===== config.mk =====
export PLATFORM = sky130hd
export DESIGN_NAME = hs_irq_coalesce
export DESIGN_NICKNAME = d
export VERILOG_FILES = /design/src/rtl/hs_irq_pkg.sv /design/src/rtl/hs_coal_half.sv /design/src/rtl/hs_stat_reg.sv /design/src/rtl/hs_irq_coalesce.sv
export SDC_FILE = /design/constraint.sdc
export NUM_CORES = 1
export LEC_CHECK = 0
export ABC_CLOCK_PERIOD_IN_PS = 3800
export BUFFER_PORTS_ARGS = -buffer_cell sky130_fd_sc_hd__buf_4
export CAP_MARGIN = 10
export CORE_UTILIZATION = 40
export CTS_CLUSTER_DIAMETER = 150
export DETAILED_ROUTE_END_ITERATION = 7
export PLACE_DENSITY_LB_ADDON = 0.15
export SLEW_MARGIN = 20
export SYNTH_ARGS = -nofsm -noshare
export SYNTH_HDL_FRONTEND = slang
export SYNTH_HIERARCHICAL = 1
export SYNTH_SLANG_ARGS = --single-unit

===== constraint.sdc =====
create_clock -name clk -period 3.8 [get_ports clk]
set_clock_uncertainty 0.15 [all_clocks]
set_input_delay 0.76 -clock clk [delete_from_list [all_inputs] [get_ports clk]]
set_output_delay 0.76 -clock clk [all_outputs]
set_load 0.005 [all_outputs]

===== src/rtl/hs_irq_pkg.sv =====
package hs_irq_pkg;
  localparam int unsigned DLY_THR_W = 7;
  localparam int unsigned DLY_LIM_W = 8;

  localparam logic [11:0] OFS_STAT = 12'h220;
  localparam logic [11:0] OFS_MASK = 12'h228;
  localparam logic [11:0] OFS_DLY  = 12'h20C;

  localparam int unsigned RX_DONE_LSB = 16;
  localparam int unsigned BIT_TX_DLY  = 28;
  localparam int unsigned BIT_TX_COH  = 29;
  localparam int unsigned BIT_RX_DLY  = 30;
  localparam int unsigned BIT_RX_COH  = 31;

  typedef struct packed {
    logic                 en;
    logic [DLY_THR_W-1:0] thr;
    logic [DLY_LIM_W-1:0] lim;
  } dly_half_t;
endpackage


===== src/rtl/hs_coal_half.sv =====
module hs_coal_half
  import hs_irq_pkg::*;
#(
  parameter int unsigned EV_W = 4
) (
  input  logic            clk,
  input  logic            rst_n,
  input  dly_half_t       cfg,
  input  logic [EV_W-1:0] ev,
  input  logic            tick,
  output logic            fire
);
  localparam int unsigned INC_W = $clog2(EV_W + 1);
  localparam int unsigned SUM_W = DLY_THR_W + 1;
  localparam int unsigned TMR_W = DLY_LIM_W + 1;
  localparam logic [DLY_THR_W-1:0] CNT_MAX = '1;

  logic [DLY_THR_W-1:0] cnt_q, cnt_d;
  logic [DLY_LIM_W-1:0] tmr_q, tmr_d;
  logic [INC_W-1:0]     inc;
  logic [SUM_W-1:0]     sum;
  logic [DLY_THR_W-1:0] sum_sat;
  logic [TMR_W-1:0]     tmr_inc;
  logic                 fire_cnt, fire_tmr, pending, upd;

  always_comb begin
    inc = '0;
    for (int i = 0; i < EV_W; i++) inc = inc + INC_W'(ev[i]);
  end

  always_comb begin
    pending  = (cnt_q != '0);
    sum      = SUM_W'(cnt_q) + SUM_W'(inc);
    sum_sat  = sum[SUM_W-1] ? CNT_MAX : sum[DLY_THR_W-1:0];
    tmr_inc  = {1'b0, tmr_q} + TMR_W'(1);
    fire_cnt = cfg.en && (cfg.thr != '0) && (sum >= {1'b0, cfg.thr});
    fire_tmr = cfg.en && (cfg.lim != '0) && pending && tick &&
               (tmr_inc >= {1'b0, cfg.lim});
    fire     = fire_cnt | fire_tmr;

    if (!cfg.en || fire) begin
      cnt_d = '0;
      tmr_d = '0;
    end else begin
      cnt_d = sum_sat;
      if (pending && tick && !tmr_inc[TMR_W-1]) tmr_d = tmr_inc[DLY_LIM_W-1:0];
      else                                      tmr_d = tmr_q;
    end
    upd = (cnt_d != cnt_q) || (tmr_d != tmr_q);
  end

  always_ff @(posedge clk or negedge rst_n) begin
    if (!rst_n) begin
      cnt_q <= '0;
      tmr_q <= '0;
    end else if (upd) begin
      cnt_q <= cnt_d;
      tmr_q <= tmr_d;
    end
  end
endmodule


===== src/rtl/hs_stat_reg.sv =====
module hs_stat_reg #(
  parameter int unsigned     W    = 32,
  parameter logic [W-1:0]    IMPL = '1
) (
  input  logic         clk,
  input  logic         rst_n,
  input  logic [W-1:0] set_vec,
  input  logic         clr_we,
  input  logic [W-1:0] clr_data,
  output logic [W-1:0] stat
);
  logic [W-1:0] stat_d, clr_vec;
  logic         upd;

  always_comb begin
    clr_vec = clr_we ? clr_data : '0;
    stat_d  = ((stat & ~clr_vec) | set_vec) & IMPL;
    upd     = (stat_d != stat);
  end

  always_ff @(posedge clk or negedge rst_n) begin
    if (!rst_n)   stat <= '0;
    else if (upd) stat <= stat_d;
  end
endmodule


===== src/rtl/hs_irq_coalesce.sv =====
module hs_irq_coalesce
  import hs_irq_pkg::*;
#(
  parameter int unsigned TX_Q   = 4,
  parameter int unsigned RX_Q   = 2,
  parameter int unsigned ADDR_W = 12
) (
  input  logic              clk,
  input  logic              rst_n,
  input  logic [TX_Q-1:0]   tx_done,
  input  logic [RX_Q-1:0]   rx_done,
  input  logic              tick,
  input  logic              bus_we,
  input  logic [ADDR_W-1:0] bus_addr,
  input  logic [31:0]       bus_wdata,
  output logic [31:0]       bus_rdata,
  output logic              irq
);
  localparam int unsigned EV_W = (TX_Q > RX_Q) ? TX_Q : RX_Q;
  localparam logic [31:0] IMPL = (32'((64'd1 << TX_Q) - 64'd1)) |
                                 (32'((64'd1 << RX_Q) - 64'd1) << RX_DONE_LSB) |
                                 32'hF000_0000;
  localparam logic [ADDR_W-1:0] A_STAT = ADDR_W'(OFS_STAT);
  localparam logic [ADDR_W-1:0] A_MASK = ADDR_W'(OFS_MASK);
  localparam logic [ADDR_W-1:0] A_DLY  = ADDR_W'(OFS_DLY);

  logic [31:0] stat_q, mask_q, mask_d, dly_q, dly_d, set_vec;
  logic        wr_stat, wr_mask, wr_dly;
  logic [1:0]  fire;
  logic [EV_W-1:0] ev_dir [2];
  dly_half_t       cfg_dir [2];

  assign wr_stat = bus_we && (bus_addr == A_STAT);
  assign wr_mask = bus_we && (bus_addr == A_MASK);
  assign wr_dly  = bus_we && (bus_addr == A_DLY);

  assign ev_dir[0]  = EV_W'(tx_done);
  assign ev_dir[1]  = EV_W'(rx_done);
  assign cfg_dir[0] = dly_half_t'(dly_q[31:16]);
  assign cfg_dir[1] = dly_half_t'(dly_q[15:0]);

  for (genvar d = 0; d < 2; d++) begin : g_dir
    hs_coal_half #(.EV_W(EV_W)) u_half (
      .clk  (clk),
      .rst_n(rst_n),
      .cfg  (cfg_dir[d]),
      .ev   (ev_dir[d]),
      .tick (tick),
      .fire (fire[d])
    );
  end

  always_comb begin
    set_vec = '0;
    set_vec[TX_Q-1:0]              = tx_done;
    set_vec[RX_DONE_LSB +: RX_Q]   = rx_done;
    set_vec[BIT_TX_DLY]            = fire[0];
    set_vec[BIT_TX_COH]            = fire[0];
    set_vec[BIT_RX_DLY]            = fire[1];
    set_vec[BIT_RX_COH]            = fire[1];
  end

  hs_stat_reg #(.W(32), .IMPL(IMPL)) u_stat (
    .clk     (clk),
    .rst_n   (rst_n),
    .set_vec (set_vec),
    .clr_we  (wr_stat),
    .clr_data(bus_wdata),
    .stat    (stat_q)
  );

  always_comb begin
    mask_d = bus_wdata & IMPL;
    dly_d  = bus_wdata;
  end

  always_ff @(posedge clk or negedge rst_n) begin
    if (!rst_n) begin
      mask_q <= '0;
      dly_q  <= '0;
    end else begin
      if (wr_mask) mask_q <= mask_d;
      if (wr_dly)  dly_q  <= dly_d;
    end
  end

  always_comb begin
    case (bus_addr)
      A_STAT:  bus_rdata = stat_q;
      A_MASK:  bus_rdata = mask_q;
      A_DLY:   bus_rdata = dly_q;
      default: bus_rdata = '0;
    endcase
  end

  assign irq = |(stat_q & mask_q);
endmodule


Yosys cells after proc, flatten, opt, wreduce, memory -nomap -nowiden

Index checks and enable logic that the tools add are counted.
W data, S select, Z words.

Bitwise operators: 6
$add $sub $neg: 8
Equal/unequal tests: 8
Reduce and logical (&&, ||, !) cells: 34
Muxes and demuxes: 10
$lt $le $gt $ge: 4

Operators with widths:

| cell                   | number |
|---|---|
| $pmux W32 S3           | 1 |
| $and A32 B32 Y32       | 2 |
| $eq A12 B10 Y1 const B | 3 |
| $mux W32               | 1 |
| $mux W8                | 4 |
| $not A32 Y32           | 1 |
| $or A32 B32 Y32        | 1 |
| $reduce_or A32 Y1      | 1 |
| $mux W7                | 4 |
| $reduce_bool A7 Y1     | 4 |
| $logic_and A1 B1 Y1    | 19 |
| $add A8 B1 Y9 const B  | 2 |
| $ge A9 B8 Y1           | 2 |
| $add A7 B3 Y8          | 2 |
| $ge A8 B7 Y1           | 2 |
| $ne A8 B8 Y1           | 2 |
| $reduce_bool A8 Y1     | 2 |
| $ne A7 B7 Y1           | 2 |
| $ne A10 B10 Y1         | 1 |
| $add A3 B1 Y3          | 2 |
| $add A1 B1 Y2          | 2 |
| $logic_not A1 Y1       | 4 |
| $logic_or A1 B1 Y1     | 4 |
| $or A1 B1 Y1           | 2 |

Register bits after elaboration: 82
Word-level logic and storage cells: 77
Output and inout port bits: 33
Input port bits: 54

Depth between registers and ports, before layout

Depth after elaboration: 11
Gate-level depth with buffers: 12

Cells and area by module

Netlist, hierarchy kept.

Modules (own cells, without submodules):

| module                          | cells each | instances | area an instance (um^2) | seq. area each (um^2) |
|---|---|---|---|---|
| hs_irq_coalesce                 | 193        | 1         | 2278.4                  | 1051.0 |
| hs_coal_half at g_dir[0].u_half | 149        | 1         | 1335.0                  | 375.4 |
| hs_coal_half at g_dir[1].u_half | 148        | 1         | 1331.3                  | 375.4 |
| hs_stat_reg                     | 54         | 1         | 543.0                   | 250.2 |

Worst setup path after synthesis

OpenSTA, ideal clock, no wires.

Kind: input port to flip-flop
From: input tx_done[0]
To: register g_dir[0].u_half.cnt_q[0]
Data required time: 3.579 ns
Buffers on the path: 1
Setup slack: -0.183 ns
Stages on the path: 11
Data arrival time: 3.762 ns
Path through: fa_1 fa_1 fa_1 xor2_1 ha_1 a211oi_1 o21ai_0 a2111oi_2 o221ai_2 buf_6 nor2_1

Cells in the longest elaborated chain, start to end: 11
Elaborated cells between the ends (all ways): 14

Ends and longest elaborated chain:

| what                                                | RTL line              | text |
|---|---|---|
| start, declared                                     | hs_irq_coalesce.sv:10 | `input logic [TX_Q-1:0] tx_done,` |
| $add A1 B1 Y2 (*)                                   | hs_coal_half.sv:28    | `for (int i = 0; i < EV_W; i++) inc = inc + INC_W'(ev[i]);` |
| $add A3 B1 Y3 (*) (2 in series)                     | hs_coal_half.sv:28    |  |
| $add A7 B3 Y8 (*)                                   | hs_coal_half.sv:33    | `sum = SUM_W'(cnt_q) + SUM_W'(inc);` |
| $ge A8 B7 Y1                                        | hs_coal_half.sv:36    | `fire_cnt = cfg.en && (cfg.thr != '0) && (sum >= {1'b0, cfg.thr});` |
| $logic_and A1 B1 Y1                                 | hs_coal_half.sv:36    |  |
| $or A1 B1 Y1                                        | hs_coal_half.sv:39    | `fire = fire_cnt \| fire_tmr;` |
| $logic_or A1 B1 Y1                                  | hs_coal_half.sv:41    | `if (!cfg.en \|\| fire) begin` |
| $mux W8 / $mux W7 (equally long branches)           | hs_coal_half.sv:41    |  |
| $ne A8 B8 Y1 / $ne A7 B7 Y1 (equally long branches) | hs_coal_half.sv:49    | `upd = (cnt_d != cnt_q) \|\| (tmr_d != tmr_q);` |
| $logic_or A1 B1 Y1                                  | hs_coal_half.sv:49    |  |
| end signal, assigned                                | hs_coal_half.sv:57    | `cnt_q <= cnt_d;` |
| end, declared                                       | hs_coal_half.sv:18    | `logic [DLY_THR_W-1:0] cnt_q, cnt_d;` |

Mark *: on every way between the ends. The rest lies on a longest branch, timed or not.
A chain may end at the register's enable or synchronous reset.

Worst setup path in the final report

From: input rx_done[0]
To: register g_dir[1].u_half.tmr_q[7]

Cells in the longest elaborated chain, start to end: 9
Elaborated cells between the ends (all ways): 12

Ends and longest elaborated chain:

| what                                                | RTL line              | text |
|---|---|---|
| start, declared                                     | hs_irq_coalesce.sv:11 | `input logic [RX_Q-1:0] rx_done,` |
| $add A1 B1 Y2 (*)                                   | hs_coal_half.sv:28    |  |
| $add A7 B3 Y8 (*)                                   | hs_coal_half.sv:33    |  |
| $ge A8 B7 Y1                                        | hs_coal_half.sv:36    |  |
| $logic_and A1 B1 Y1                                 | hs_coal_half.sv:36    |  |
| $or A1 B1 Y1                                        | hs_coal_half.sv:39    |  |
| $logic_or A1 B1 Y1                                  | hs_coal_half.sv:41    |  |
| $mux W8 / $mux W7 (equally long branches)           | hs_coal_half.sv:41    |  |
| $ne A8 B8 Y1 / $ne A7 B7 Y1 (equally long branches) | hs_coal_half.sv:49    |  |
| $logic_or A1 B1 Y1                                  | hs_coal_half.sv:49    |  |
| end signal, assigned                                | hs_coal_half.sv:58    | `tmr_q <= tmr_d;` |
| end, declared                                       | hs_coal_half.sv:19    | `logic [DLY_LIM_W-1:0] tmr_q, tmr_d;` |

Marks and branches as above.

==> results.tsv <==
metric	value	unit
syn_avg_cell_area	10.09	sq um
p_leak	3.132	nW
failed_checks	setup timing	
async_flop_share	100.0	%
gp_congestion	0.8372	
worstPathRequired	3.90	ns
synth-seq-cells	82	
synth-edff-count	0	
overflow	0	
hold_path.class	input pin to asynchronous set/reset pin	
die_area	14190	sq um
grt_antenna_before_repair	0	
synth-main-ff-cell	dfrtp_1	
first_iter_violations	190	
synth_area	5488	sq um
ctsLongestPathBuffers	2	
powerDensity	310.2	nW/um^2
start_kind	input pin	
viasPerCell	5.169	
first_pass_iters	4	
die_w	119.1	um
grt_util_all_layers	20.16	%
tightest_slew	0.8065	ns
hold_viol	0	
root_buffer	clkbuf_16	
routedWlPerCell	16.59	um
post_dp_cell_area	6307	sq um
setup_slack	-0.008387	ns
grt_pass1_wl	22100	um
status	finished with violations	
routed_wl	13820	um
ios	87	
clk_pin_slew_worst_paths	0.06	ns
rsz0062_at_grt	yes	
drc	0	
yosys.area.top_type_share	37.39	%
vias	4306	
yosys_warnings	6	
ir_worst_vdd	0.0002343	V
endpoint_kind	flop	
clk-insertion-delay-late	0.34	ns
die_y	119.1	um
drive_gt1_share	36.99	%
synthCells	544	
period_minus_slack	3.808	ns
fmax	262.6	MHz
seq_area_frac_synth	37.39	%
place_hpwl	10130	um
clock-sinks	82	
slew_headroom	45.74	%
start_util	41.28	%
place_ws	-0.4981	ns
cts_tree	built	
core	13300	sq um
h-tree-depth	3	
diodes	0	
total_power	2.173	mW
yosys.cell_types.count	49	
drv_slew	0	
cp_max_fo	4	
antenna_left	0	
finalCritPeriodShare	100.2	%
setup_viol	2	
worstSetupPathType	input pin to flop	
cts_made_buffers	9	
ctsHoldBuffers	0	
io_buffers	86	
cp.arrival	3.91	ns
synth_top_cell_by_area	dfrtp_1	
rows	42	
syn_to_final_growth	27.63	%
grt_pass1_vias	4405	
synthTopCellsByArea	dfrtp_1 37%, mux2_2 10%, ha_1 7.8%	
fin_nets	746	
stdcell_area	7004	sq um
drv_cap	0	
grt_max_degree	83	
## routing by layer
| layer | share of wire (%) | GRT usage, % | routed length, um | vias to the layer above |
|---|---|---|---|---|
| li1 | - | - | - | 2094 |
| met1 | 43 | 24.15 | 5878 | 2101 |
| met2 | 51 | 34.99 | 7106 | 96 |
| met3 | 4.8 | 5.412 | 659 | 15 |
| met4 | 1.2 | 6.329 | 172 | 0 |
| met5 | 0 | 0 | 0 | - |
## cells by family (layout without fill, tap and decap cells)
logic type	after synthesis	in the layout	synth area share, %
muxes	52	52	10.67
other	2	24	0.1368
and+or+nand+nor	167	167	15.39
DFF	82	82	37.39
buffers and inverters	76	167	8.368
adders and majority gates	40	40	9.941
AOI/OAI and AO/OA	93	93	13.00
xor gates and xnor gates	32	32	5.107
## final timing paths
path	from	endpoint	slack, ns	cells after the start
max	rx_done[0]	g_dir[1].u_half/tmr_q[7]	-0.008	14
min	rst_n	cfg_dir[11]	0.32	1
max reg2reg	g_dir[0].u_half/tmr_q[0]	g_dir[0].u_half/cnt_q[3]	0.45	11
min reg2reg	u_stat/stat[29]	u_stat/stat[29]	0.36	1
max in group asynchronous	rst_n	cfg_dir[25]	2.65	1
min in group clk	u_stat/stat[29]	u_stat/stat[29]	0.36	1
## stage by stage
step                      hold WS (ns)  util, %  setup TNS (ns)  cells
after CTS                       0.3578    50.68       -0.002465    829
after global routing            0.3779    52.68          -2.087    833
after detailed placement        0.3443    47.44          -13.45    810
after global placement          0.3355    47.44          -11.60    810
final                           0.3158    52.68        -0.01137    833
after floorplan                 0.3144        -               0    566
## placed cells by master (no fill, tap or decap), types with 12 or more instances in the layout
master,Yosys,layout
xnor2_1,26,26
nor2_1,76,57
inv_1,32,32
buf_4,24,109
a21o_1,12,12
nand2_1,27,27
ha_1,34,34
a22oi_1,34,34
dfrtp_1,82,82
nor2_4,0,18
a21oi_1,15,13
conb_1,2,24
mux2_2,50,50
## sequential cells by signal (all words and copies together) (netlist names)
name and flops:
mask_q 10, cfg_dir 32, u_stat/stat 10, g_dir.u_half/cnt_q 14, g_dir.u_half/tmr_q 16
## Yosys cell counts (4+ instances only)
cell type   n
a21oi_1    15
xor2_1      6
nor4_1      6
ha_1       34
nand3_1    10
mux2_2     50
nor2_2      4
dfrtp_1    82
buf_4      24
xnor2_1    26
nor2_1     76
nor2b_1     5
o21ai_0     8
a21o_1     12
a22oi_1    34
buf_6      11
a211oi_1    4
inv_1      32
nor3_1      6
and3_1      4
fa_1        6
clkbuf_1    7
nand2_1    27
nand4_1     7
## critical path, cell delays in order
cell and delay [ns]:
buf_6 0.10, fa_1 0.49, fa_2 0.37, buf_4 0.15, a21o_1 0.18, nand4_1 0.11
xnor2_1 0.15, ha_1 0.28, a21oi_1 0.14, and2b_2 0.25, a2111oi_4 0.37, o221ai_2 0.21
buf_4 0.20, a211oi_2 0.15
## area by class of cell
class	count	area [sq um]
fillers	1250	6291
flip-flops and latches	82	2052
multi-input cells	408	3313
clock inverters	5	125.1
repair buffers	119	930.9
inverters	32	120.1
clock buffers	11	242.7
well taps	176	220.2
## where the power goes
group | total, mW | leakage [nW] | internal [mW] | switching [mW]
Sequential | 0.878 | 1.11 | 0.875 | 0.00234
Combinational | 0.225 | 1.84 | 0.112 | 0.112
Clock | 1.07 | 0.180 | 0.725 | 0.345
Total | 2.17 | 3.13 | 1.71 | 0.460
## repair_timing
item	CTS	global route
setup buffers	3	4
pin swaps	2	22
endpoints found under the setup margin	22	33
resized for setup	4	57
(Power assumes the default switching activity.)
